$ cat config.mk
export PLATFORM = sky130hd
export DESIGN_NAME = coef_block_loader
export DESIGN_NICKNAME = d
export VERILOG_FILES = /design/src/rtl/coef_load_pkg.sv /design/src/rtl/coef_load_ctrl.sv /design/src/rtl/coef_load_dpath.sv /design/src/rtl/coef_block_loader.sv
export SDC_FILE = /design/constraint.sdc
export NUM_CORES = 1
export LEC_CHECK = 0
export ABC_AREA = 1
export CAP_MARGIN = 20
export CORE_UTILIZATION = 47
export CTS_CLUSTER_SIZE = 25
export DETAILED_ROUTE_END_ITERATION = 8
export MAX_ROUTING_LAYER = met4
export PLACE_DENSITY = 0.75
export RECOVER_POWER = 50
export REMOVE_ABC_BUFFERS = 1
export SYNTH_ARGS = -nofsm -noshare
export SYNTH_HDL_FRONTEND = slang
export SYNTH_SLANG_ARGS = --single-unit
$ cat constraint.sdc
create_clock -name clk -period 2 [get_ports clk]
set_clock_uncertainty 0.1 [all_clocks]
set_input_delay 0.4 -clock clk [delete_from_list [all_inputs] [get_ports clk]]
set_output_delay 0.4 -clock clk [all_outputs]
set_load 0.01 [all_outputs]
$ cat src/rtl/coef_load_pkg.sv
package coef_load_pkg;
  localparam int NUM_COEF     = 6;
  localparam int COMPAT_BYTES = 3;
  localparam int SEQ_MAX      = NUM_COEF + COMPAT_BYTES;
  localparam int SLOT_W       = $clog2(SEQ_MAX);
  localparam int FIELD_W      = COMPAT_BYTES * 4;
  localparam logic [FIELD_W-1:0] COMPAT_INIT = FIELD_W'(4);

  typedef enum logic [1:0] {SEQ_IDLE, SEQ_A, SEQ_B} seqState_e;

  // Strobes from control to datapath; slot numbering follows the longer
  // channel B block, channel A bytes are offset past the compat slots.
  typedef struct packed {
    logic              wr;
    logic [SLOT_W-1:0] slot;
    logic              commitA;
    logic              commitB;
  } loadStrobe_t;
endpackage

$ cat src/rtl/coef_load_ctrl.sv
module coef_load_ctrl
  import coef_load_pkg::*;
#(
  parameter logic [15:0] ADDR_A = 16'h0001,
  parameter logic [15:0] ADDR_B = 16'h0005
) (
  input  logic        clk,
  input  logic        rstN,
  input  logic        addrWr,
  input  logic [15:0] busAddr,
  input  logic        dataWr,
  output loadStrobe_t stb,
  output logic        seqError
);
  localparam logic [SLOT_W-1:0] LAST_A = SLOT_W'(NUM_COEF - 1);
  localparam logic [SLOT_W-1:0] LAST_B = SLOT_W'(SEQ_MAX - 1);

  seqState_e         state;
  logic [SLOT_W-1:0] cnt;
  logic              accept;
  logic              lastByte;

  always_comb begin
    accept   = dataWr && !addrWr && (state != SEQ_IDLE);
    lastByte = (state == SEQ_A) ? (cnt == LAST_A) : (cnt == LAST_B);
    stb         = '0;
    stb.wr      = accept;
    stb.slot    = (state == SEQ_A) ? cnt + SLOT_W'(COMPAT_BYTES) : cnt;
    stb.commitA = accept && lastByte && (state == SEQ_A);
    stb.commitB = accept && lastByte && (state == SEQ_B);
  end

  always_ff @(posedge clk or negedge rstN) begin
    if (!rstN) begin
      state    <= SEQ_IDLE;
      cnt      <= '0;
      seqError <= 1'b0;
    end else begin
      seqError <= dataWr && !addrWr && (state == SEQ_IDLE);
      if (addrWr) begin
        cnt <= '0;
        if (busAddr == ADDR_A)      state <= SEQ_A;
        else if (busAddr == ADDR_B) state <= SEQ_B;
        else                        state <= SEQ_IDLE;
      end else if (accept) begin
        if (lastByte) begin
          state <= SEQ_IDLE;
          cnt   <= '0;
        end else begin
          cnt <= cnt + 1'b1;
        end
      end
    end
  end

  a_r8_err_follows_data: assert property (@(posedge clk) disable iff (!rstN)
    seqError |-> $past(dataWr && !addrWr));
  a_r6_cnt_range: assert property (@(posedge clk) disable iff (!rstN)
    cnt < SLOT_W'(SEQ_MAX));
  a_r10_idle_after_commit: assert property (@(posedge clk) disable iff (!rstN)
    (stb.commitA || stb.commitB) |=> (state == SEQ_IDLE));
  a_r9_addr_wins: assert property (@(posedge clk) disable iff (!rstN)
    addrWr |=> (cnt == '0) && !seqError);
endmodule

$ cat src/rtl/coef_load_dpath.sv
module coef_load_dpath
  import coef_load_pkg::*;
(
  input  logic                         clk,
  input  logic                         rstN,
  input  loadStrobe_t                  stb,
  input  logic [7:0]                   byteIn,
  output logic [NUM_COEF-1:0][7:0]     coefA,
  output logic [NUM_COEF-1:0][7:0]     coefB,
  output logic [FIELD_W-1:0]           compatLo,
  output logic [FIELD_W-1:0]           compatHi
);
  logic [7:0] shadow  [SEQ_MAX-1];
  logic [7:0] fullSeq [SEQ_MAX];
  logic [COMPAT_BYTES*8-1:0] compatWord;

  genvar s;
  generate
    for (s = 0; s < SEQ_MAX - 1; s++) begin : g_shadow
      always_ff @(posedge clk or negedge rstN) begin
        if (!rstN)                                    shadow[s] <= '0;
        else if (stb.wr && stb.slot == SLOT_W'(s))    shadow[s] <= byteIn;
      end
      assign fullSeq[s] = shadow[s];
    end
    for (s = 0; s < COMPAT_BYTES; s++) begin : g_compat
      assign compatWord[s*8 +: 8] = fullSeq[s];
    end
  endgenerate
  assign fullSeq[SEQ_MAX-1] = byteIn;

  always_ff @(posedge clk or negedge rstN) begin
    if (!rstN) begin
      coefA    <= '0;
      coefB    <= '0;
      compatLo <= COMPAT_INIT;
      compatHi <= COMPAT_INIT;
    end else begin
      for (int k = 0; k < NUM_COEF; k++) begin
        if (stb.commitA) coefA[k] <= fullSeq[SEQ_MAX-1-k];
        if (stb.commitB) coefB[k] <= fullSeq[SEQ_MAX-1-k];
      end
      if (stb.commitB) begin
        compatLo <= compatWord[FIELD_W-1:0];
        compatHi <= compatWord[2*FIELD_W-1:FIELD_W];
      end
    end
  end

  a_r5_single_commit: assert property (@(posedge clk) disable iff (!rstN)
    !(stb.commitA && stb.commitB));
  a_r5_hold_a: assert property (@(posedge clk) disable iff (!rstN)
    !$past(stb.commitA) |-> $stable(coefA));
  a_r5_hold_b: assert property (@(posedge clk) disable iff (!rstN)
    !$past(stb.commitB) |-> $stable(coefB));
  a_r4_compat_hold: assert property (@(posedge clk) disable iff (!rstN)
    !$past(stb.commitB) |-> ($stable(compatLo) && $stable(compatHi)));
endmodule

$ cat src/rtl/coef_block_loader.sv
module coef_block_loader
  import coef_load_pkg::*;
#(
  parameter logic [15:0] ADDR_A = 16'h0001,
  parameter logic [15:0] ADDR_B = 16'h0005
) (
  input  logic                     clk,
  input  logic                     rstN,
  input  logic                     addrWr,
  input  logic [15:0]              busAddr,
  input  logic                     dataWr,
  input  logic [15:0]              busData,
  output logic [NUM_COEF-1:0][7:0] coefA,
  output logic [NUM_COEF-1:0][7:0] coefB,
  output logic [FIELD_W-1:0]       compatLo,
  output logic [FIELD_W-1:0]       compatHi,
  output logic                     seqError
);
  loadStrobe_t stb;

  coef_load_ctrl #(.ADDR_A(ADDR_A), .ADDR_B(ADDR_B)) u_ctrl (
    .clk(clk), .rstN(rstN), .addrWr(addrWr), .busAddr(busAddr),
    .dataWr(dataWr), .stb(stb), .seqError(seqError)
  );

  coef_load_dpath u_dpath (
    .clk(clk), .rstN(rstN), .stb(stb), .byteIn(busData[7:0]),
    .coefA(coefA), .coefB(coefB), .compatLo(compatLo), .compatHi(compatHi)
  );
endmodule

Word-level counts from Yosys, hierarchy flattened. Index checks and enable logic that the tools add are counted.

Register bits: 191. Bits of input ports: 36. Output and inout bits: 121. Logic and storage cells: 71.

Add/subtract/negate cells: 2. Eq/ne operators: 13. Multiplexer cells: 10. Reductions and logical operators: 21.

Operator list (count): $eq 4x3->1 const B (5); $eq 16x1->1 const B (1); $eq 16x3->1 const B (1); $mux 4 (4); $logic_and 1x1->1 (14); $mux 2 (5); $eq 4x2->1 const B (2); $reduce_bool 2->1 (3); $add 4x1->4 const B (1); $add 4x2->4 const B (1); $eq 4x1->1 const B (1); $eq 4x4->1 const B (1); $logic_not 4->1 (1); $eq 2x1->1 const B (1); $eq 2x2->1 const B (1); $logic_not 2->1 (1); $reduce_and 2->1 (1); $logic_not 1->1 (1); $mux 1 (1).

Depth between registers and ports, before layout. Gate-level depths: netlist (run 1).

Depth after elaboration: 5. Mapped depth: 12. Mapped depth without buffers: 10.

Modules after synthesis. From an unflattened synthesis (run 1), not the netlist that was laid out.

Cells, all modules: 651. Area total of the unflattened synthesis: 7707.4 sq um.

By module, submodules not included: coef_load_dpath (instances 1, cells an instance 578, area each 7170.6 sq um, seq. area each 4606.9 sq um); coef_load_ctrl (instances 1, cells an instance 73, area each 536.8 sq um, seq. area each 175.2 sq um).

Least setup slack after synthesis (run 1). OpenSTA, ideal clock, no wires.

Kind: reg-to-reg. Start: register u_ctrl.cnt[0]. End: register u_dpath.shadow, in the netlist u_dpath.fullSeq[10]. Library setup time: 0.118 ns. Arrival: 1.691 ns. Data required time: 1.782 ns. Slack: 0.091 ns. Cell stages (with the launch flop): 10. Buffers on the path: 1. Period minus slack after synthesis: 1.909 ns. Cells stage by stage: dfrtp_1 buf_2 inv_1 ha_1 nand3_1 nand3_1 nor2_2 nand3_1 nand2_1 nand2_1.

Word-level cells in the longest chain between the ends: 4.

RTL lines: start, declared (RTL line coef_load_ctrl.sv:19) `logic [SLOT_W-1:0] cnt;`; start signal, assigned (RTL line coef_load_ctrl.sv:50) `cnt <= cnt + 1'b1;`; $add 4x2->4 (RTL line coef_load_ctrl.sv:28) `stb.slot = (state == SEQ_A) ? cnt + SLOT_W'(COMPAT_BYTES) : cnt;`; $mux 4 (*) (RTL line coef_load_ctrl.sv:28); $eq 4x3->1 (*) (RTL line coef_load_dpath.sv:22) `else if (stb.wr && stb.slot == SLOT_W'(s)) shadow[s] <= byteIn;`; $logic_and 1x1->1 (*) (RTL line coef_load_dpath.sv:22); end signal, assigned by index (RTL line coef_load_dpath.sv:22); end, declared (RTL line coef_load_dpath.sv:13) `logic [7:0] shadow [SEQ_MAX-1];`.

Every way passes the cells marked *; elsewhere a longest branch is shown, timed or not. A chain may end at the register's enable or synchronous reset.

Worst setup path after layout (run 1).
Start: register u_dpath.coefA[4] (netlist bit). End: output port coefA[4] (netlist bit).

RTL lines: start, declared (RTL line coef_load_dpath.sv:8) `output logic [NUM_COEF-1:0][7:0] coefA,`; start signal, assigned by index (RTL line coef_load_dpath.sv:40) `if (stb.commitA) coefA[k] <= fullSeq[SEQ_MAX-1-k];`; end, declared (RTL line coef_block_loader.sv:13) `output logic [NUM_COEF-1:0][7:0] coefA,`.

No word-level cell between the ends.

==> results of run 1 <==
==> final timing paths <==
path                                     start                   to  slack [ps]
min in group clk           u_dpath.compatLo[5]  u_dpath.compatLo[5]         370
max                           u_dpath.coefA[4]             coefA[4]         100
max reg2reg                      u_ctrl.cnt[1]  u_dpath.fullSeq[35]         140
min                                       rstN    u_dpath.coefB[22]         360
min reg2reg                u_dpath.compatLo[5]  u_dpath.compatLo[5]         370
max in group asynchronous                 rstN    u_dpath.coefA[19]         320
==> area by class of cell <==
class	instances	area [µm²]
Fill cell	1393	6080
Inverter	59	221
Multi-Input combinational cell	601	2710
Tap cell	220	275
Sequential cell	191	4780
Timing Repair Buffer	201	1940
Clock inverter	10	114
Clock buffer	22	464
==> cell usage in the layout, fill, tap and decap left out, drive strengths merged <==
| cell type | instances |
|---|---|
| clkbuf | 32 |
| dlygate4sd2 | 2 |
| o21ai | 53 |
| dfrtp | 189 |
| dfstp | 2 |
| nand3 | 83 |
| o22ai | 1 |
| clkinvlp | 4 |
| bufinv | 2 |
| nand2 | 355 |
| dlygate4sd3 | 9 |
| clkdlybuf4s50 | 137 |
| xor2 | 1 |
| inv | 57 |
| nor2 | 23 |
| ha | 2 |
| nor3 | 4 |
| clkinv | 6 |
| a21oi | 1 |
| nand4 | 77 |
| nor4 | 1 |
| buf | 43 |
==> through the flow <==
| step | setup TNS (ps) | utilization [%] | cells | total power, µW | setup WS, ps |
|---|---|---|---|---|---|
| finish | 0 | 63.3 | 1304 | 7390 | 96.9 |
| detailed placement | -17900 | 60.3 | 1270 | 4160 | -191 |
| global route | -23.3 | 63.3 | 1304 | 7620 | -11.0 |
| floorplan | -335970 | - | 851 | 3950 | -2350 |
| global placement | -11130 | 60.3 | 1270 | 4160 | -140 |
| CTS | 0 | 63.8 | 1303 | 7460 | 25.1 |
==> timing repair <==
item,CTS,global route
hold buffers,1,0
setup buffers,0,1
gates resized for setup,2,6
hold endpoints to repair,41,0
setup endpoints to repair,2,134
==> cell families after synthesis <==
logic type | Yosys count | share of synthesized area, %
adder cells (fa/ha/maj) | 2 | 0.314
flip-flops | 191 | 60.0
XOR/XNOR | 1 | 0.110
AND/OR/NAND/NOR | 543 | 29.9
AO/OA/AOI/OAI | 55 | 3.47
buffers and inverters | 120 | 6.26
==> flip-flops by register name (all words and copies together), names as in the netlist <==
name	cells
u_ctrl.state	2
u_ctrl.cnt	4
u_dpath.coefA	48
u_dpath.fullSeq	40
u_dpath.compatLo	12
u_ctrl.seqError	1
u_dpath.coefB	48
u_dpath.compatHi	12
u_dpath.compatWord	24
==> report_power, final <==
part	internal (µW)	switching, µW	total, µW
combinational	69.5	136	205
clock	1900	1420	3320
sequential	3860	0.232	3860
==> metal layers <==
metal | global-route usage [%] | vias up | part of all wire, %
met5 | - | - | 0
met4 | 9.77 | 0 | 2.8
met3 | 4.88 | 37 | 5.6
met2 | 39.6 | 242 | 48
met1 | 33.5 | 3320 | 44
li1 | - | 3282 | -
==> cell usage after synthesis <==
cell type / instances / area share [%]
buf_4: 6 / 0.57
buf_1: 1 / 0.047
nor3_1: 4 / 0.25
nor2_4: 4 / 0.57
nand3_1: 83 / 5.2
o21ai_0: 53 / 3.3
clkbuf_1: 33 / 1.6
nor4_1: 1 / 0.079
nand2_1: 355 / 17
nand4_1: 77 / 6.0
dfstp_2: 2 / 0.66
nor2_1: 16 / 0.75
buf_2: 21 / 1.3
ha_1: 2 / 0.31
a21oi_1: 1 / 0.063
xor2_1: 1 / 0.11
inv_1: 57 / 2.7
nor2_2: 3 / 0.24
o22ai_1: 1 / 0.079
clkinv_1: 2 / 0.094
dfrtp_1: 189 / 59
==> results.sh, run 1 <==
export IMPL_cts_sinks=191
export IMPL_worst_pin_slew_ps=809
export IMPL_cp_slowest_cell="dlygate4sd3_1"
export IMPL_dp_hpwl_um=13200
export IMPL_crit_fanout=2
export IMPL_start_util_pct=48.1
export IMPL_vdd_drop_max_mv=0.616
export IMPL_power_density_nw_per_um2=703
export IMPL_critPathBufInv=1
export IMPL_core_um2=16600
export IMPL_outcome="finished clean"
export IMPL_hp_class="input port to async pin"
export IMPL_antenna_found_initial=0
export IMPL_die_area_um2=17500
export IMPL_track_usage_pct=25.6
export IMPL_pin_count=157
export IMPL_crit_chain="dlygate4sd3_1"
export IMPL_h_tree_depth=4
export IMPL_ant_nets=0
export IMPL_required_ps=1500
export IMPL_ys_types=21
export IMPL_clockBufferDepth=2
export IMPL_port_buffers=148
export IMPL_vias=6881
export IMPL_synth_yosys_seq_area_share_pct=60.0
export IMPL_crit_cells=1
export IMPL_cp_arrival_ps=1400
export IMPL_holdWs_ps=364
export IMPL_path_clk_slew_ps=60
export IMPL_fin_crit_ps=1900
export IMPL_overflow=0
export IMPL_grt_pass1_wl_um=34100
export IMPL_die_w_um=132
export IMPL_max_clock_freq_ghz=0.525
export IMPL_drive_gt1_share_pct=8.67
export IMPL_end_kind="output pin"
export IMPL_area_growth_pct=31.8
export IMPL_drv_slew=0
export IMPL_wl_per_cell_um=15.7
export IMPL_cap_violations=0
export IMPL_fin_nets=1109
export IMPL_design_area_um2=10500
export IMPL_cts_inserted_buffers=17
export IMPL_setup_viol=0
export IMPL_avgSynthCellArea_um2=8.74
export IMPL_finalHoldViolCount=0
export IMPL_p_leak_uw=0.00524
export IMPL_drt_total_wl_um=20400
export IMPL_viasPerCell=5.28
export IMPL_insertion_delay_ps=430
export IMPL_die_y_um=132
export IMPL_critPathTopFamily="buffers and inverters"
export IMPL_synthCells=912
export IMPL_post_route_period_util_pct=95.2
export IMPL_reg2regPathDepth=10
export IMPL_drtIter0Drc=489
export IMPL_crit_type="flop to output pin"
export IMPL_synth_seq_cells=191
export IMPL_routabilityCongestion=0.913
export IMPL_antennaDiodeCount=0
export IMPL_start_kind="flop"
export IMPL_cts_tree="yes"
export IMPL_grt_pass1_vias=6648
export IMPL_max_slew_margin_rel_pct=46.1
export IMPL_first_pass_iters=5
export IMPL_grt_max_degree=56
export IMPL_syn_area_um2=7970
export IMPL_synth_warnings=0
export IMPL_placed_cell_area_um2=9990
export IMPL_drc_errors=0
export IMPL_cts_root_buf="clkbuf_16"
export IMPL_placementRows=47
export IMPL_slowest_delay_ps=610
(Power assumes the default switching activity.)
==> inputs of run 2 (changes only) <==
CORE_UTILIZATION = 46   (was 47)
PLACE_DENSITY = 0.74   (was 0.75)
SYNTH_HIERARCHICAL = 1   (was unset)
==> results.sh, run 2 <==
export IMPL_synthCells=651
export IMPL_vias=5819
export IMPL_area_growth_pct=46.6
export IMPL_p_leak_uw=0.00545
export IMPL_die_w_um=131
export IMPL_cts_inserted_buffers=17
export IMPL_port_buffers=148
export IMPL_cp_endpoint="u_dpath/coefB[15]"
export IMPL_layout_commonest_cell="dfrtp_1"
export IMPL_pin_count=157
export IMPL_reg2regPathDepth=10
export IMPL_viasPerCell=5.30
export IMPL_drtIter0Drc=364
export IMPL_synthArstFlopShare_pct=100
export IMPL_antennaDiodeCount=0
export IMPL_yosysMostFrequentCell="dfrtp_1"
export IMPL_cp_arrival_ps=2270
export IMPL_cts_root_buf="clkbuf_16"
export IMPL_fin_crit_ps=2060
export IMPL_drt_total_wl_um=21800
export IMPL_layout_common_cells="188 x dfrtp_1, 150 x nand2_1, 144 x clkdlybuf4s50_1"
export IMPL_synth_yosys_seq_area_share_pct=62.0
export IMPL_ys_top_cells_by_area="dfrtp_1 61%, mux2_2 15%, nand2_1 8.1%"
export IMPL_synthTopCellsByCount="189 x dfrtp_1, 166 x nand2_1, 104 x mux2_2"
export IMPL_path_clk_slew_ps=70
export IMPL_h_tree_depth=4
export IMPL_worst_slack_ps=-58.0
export IMPL_synth_top_area_cell="dfrtp_1"
export IMPL_max_clock_freq_ghz=0.486
export IMPL_power_density_nw_per_um2=665
export IMPL_reg2reg_slack_ps=-60
export IMPL_avgSynthCellArea_um2=11.8
export IMPL_total_power_uw=7520
export IMPL_clockBufferDepth=2
export IMPL_startpoint="u_ctrl/state[1]"
export IMPL_track_usage_pct=23.7
export IMPL_ys_flop_type="dfrtp_1"
export IMPL_rsz0062_at_grt="yes"
export IMPL_multiInputGateArea_um2=3100
export IMPL_fin_tns_setup_ps=-2550
export IMPL_drc_errors=0
export IMPL_outcome="complete, but fails checks"
export IMPL_violations="setup timing"
export IMPL_drv_slew=0
export IMPL_syn_area_um2=7710
export IMPL_synth_seq_cells=191
export IMPL_worst_pin_slew_ps=768
export IMPL_first_pass_iters=6
export IMPL_start_util_pct=47.8
export IMPL_post_route_period_util_pct=103
export IMPL_overflow=0
export IMPL_core_um2=16100
export IMPL_ant_nets=0
export IMPL_grt_pass1_vias=5770
export IMPL_reg2reg_to="u_dpath/coefB[15]"
export IMPL_wl_per_cell_um=19.8
export IMPL_crit_fanout=7
export IMPL_crit_type="flop to flop"
export IMPL_grt_pass1_wl_um=30600
export IMPL_synth_warnings=6
export IMPL_cts_sinks=191
export IMPL_die_area_um2=17300
export IMPL_fillers=1100
export IMPL_synth_edf_count=0
export IMPL_dp_hpwl_um=12300
export IMPL_seq_area_um2=4780
export IMPL_cap_violations=0
export IMPL_start_kind="flop"
export IMPL_setup_viol=78
export IMPL_max_slew_margin_rel_pct=48.8
export IMPL_die_y_um=131
export IMPL_routabilityCongestion=0.837
export IMPL_finalHoldViolCount=0
export IMPL_fin_nets=907
export IMPL_cts_tree="yes"
export IMPL_placementRows=46
export IMPL_end_kind="flop"
export IMPL_antenna_found_initial=0
export IMPL_r2r_start="u_ctrl/state[1]"
export IMPL_drive_gt1_share_pct=31.9
export IMPL_synth_top_area_share_pct=61.4
export IMPL_required_ps=2210
export IMPL_hp_class="input port to flop"
export IMPL_grt_max_degree=56
export IMPL_ys_types=33
export IMPL_insertion_delay_ps=430
export IMPL_vdd_drop_max_mv=0.595
[run 2: changes by cell type after synthesis, sizes merged, moves of 3 or more]
cell | previous run | this run
inv | 57 | 21
o21bai | 0 | 8
nand3 | 83 | 24
mux2 | 0 | 104
nand4 | 77 | 25
nor2 | 23 | 36
xor2 | 1 | 4
clkbuf | 33 | 9
nand2 | 355 | 173
buf | 28 | 23
a21oi | 1 | 16
o21ai | 53 | 7
[run 2: power breakdown]
group / switching (µW) / internal (µW)
combinational: 139 / 71.3
clock: 1440 / 2010
sequential: 0.258 / 3860
total: 1570 / 5940
[run 2: repair_timing]
action,in CTS,in global routing
buffers inserted,9,9
endpoints found under the hold margin,47,0
pin swaps,4,10
cloned,3,11
resized for setup,17,125
endpoints found under the setup margin,107,172
hold buffers,1,0
[run 2: worst min path at each step]
| stage | start | endpoint | depth (start not counted) |
|---|---|---|---|
| 2_1_floorplan | rstN | u_ctrl/cnt[0] | 0 |
| 3_3_place_gp | rstN | u_dpath/coefB[44] | 1 |
| 3_5_place_dp | rstN | u_dpath/coefB[42] | 1 |
| 4_1_cts | u_dpath/compatWord[6] | u_dpath/compatWord[6] | 2 |
| 5_1_grt | addrWr | u_ctrl/state[0] | 3 |
| 6_report | addrWr | u_ctrl/state[0] | 3 |
[run 2: final cells by class]
cell class	count	share of cell area, %
Inverter	23	0.864
Clock inverter	12	1.41
Clock buffer	20	3.95
Timing Repair Buffer	231	21.6
Sequential cell	191	42.3
Multi-Input combinational cell	405	27.4
Tap cell	216	2.39
[run 2: cell families after synthesis]
family	count (synthesis)	share of synthesized area, %
fa+ha+maj	2	0.325
simple gates	263	16.3
mux	104	15.2
compound gates	32	2.37
flops	191	62.0
xor+xnor	4	0.454
buf+inv	55	3.28
[run 2: per-layer routing]
layer | GRT usage [%] | wire, µm
met4 | 5.49 | 330
met3 | 5.48 | 1050
met1 | 28.9 | 9150
met5 | - | 0
met2 | 39.9 | 11200
[run 2: critical path, cell delays in order, from the launching register on]
cell and delay, ps:
dfrtp_1 410, inv_2 110, nand2_4 80, inv_4 70, nand2_4 40, nand2_4 70, nand3_4 90, nor3_4 280
buf_6 190, buf_12 140, mux2_2 340
[run 2: through the flow]
| stage | area (µm²) | utilization, % | worst slack (ps) | hold slack (ps) | cells |
|---|---|---|---|---|---|
| 6_report | 11300 | 70.1 | -58.0 | 226 | 1098 |
| 3_3_place_gp | 9800 | 60.8 | -377 | 290 | 1034 |
| 2_1_floorplan | 7540 | - | -2900 | 4.41 | 619 |
| 4_1_cts | 10600 | 65.9 | -50.8 | 374 | 1079 |
| 3_5_place_dp | 9800 | 60.8 | -438 | 302 | 1034 |
| 5_1_grt | 11300 | 70.1 | -141 | 232 | 1098 |
==> inputs of run 3 (changes only) <==
SLEW_MARGIN = 40   (was unset)
==> results of run 3 <==
Final layout, timing and power as in run 2 (identical DEF).
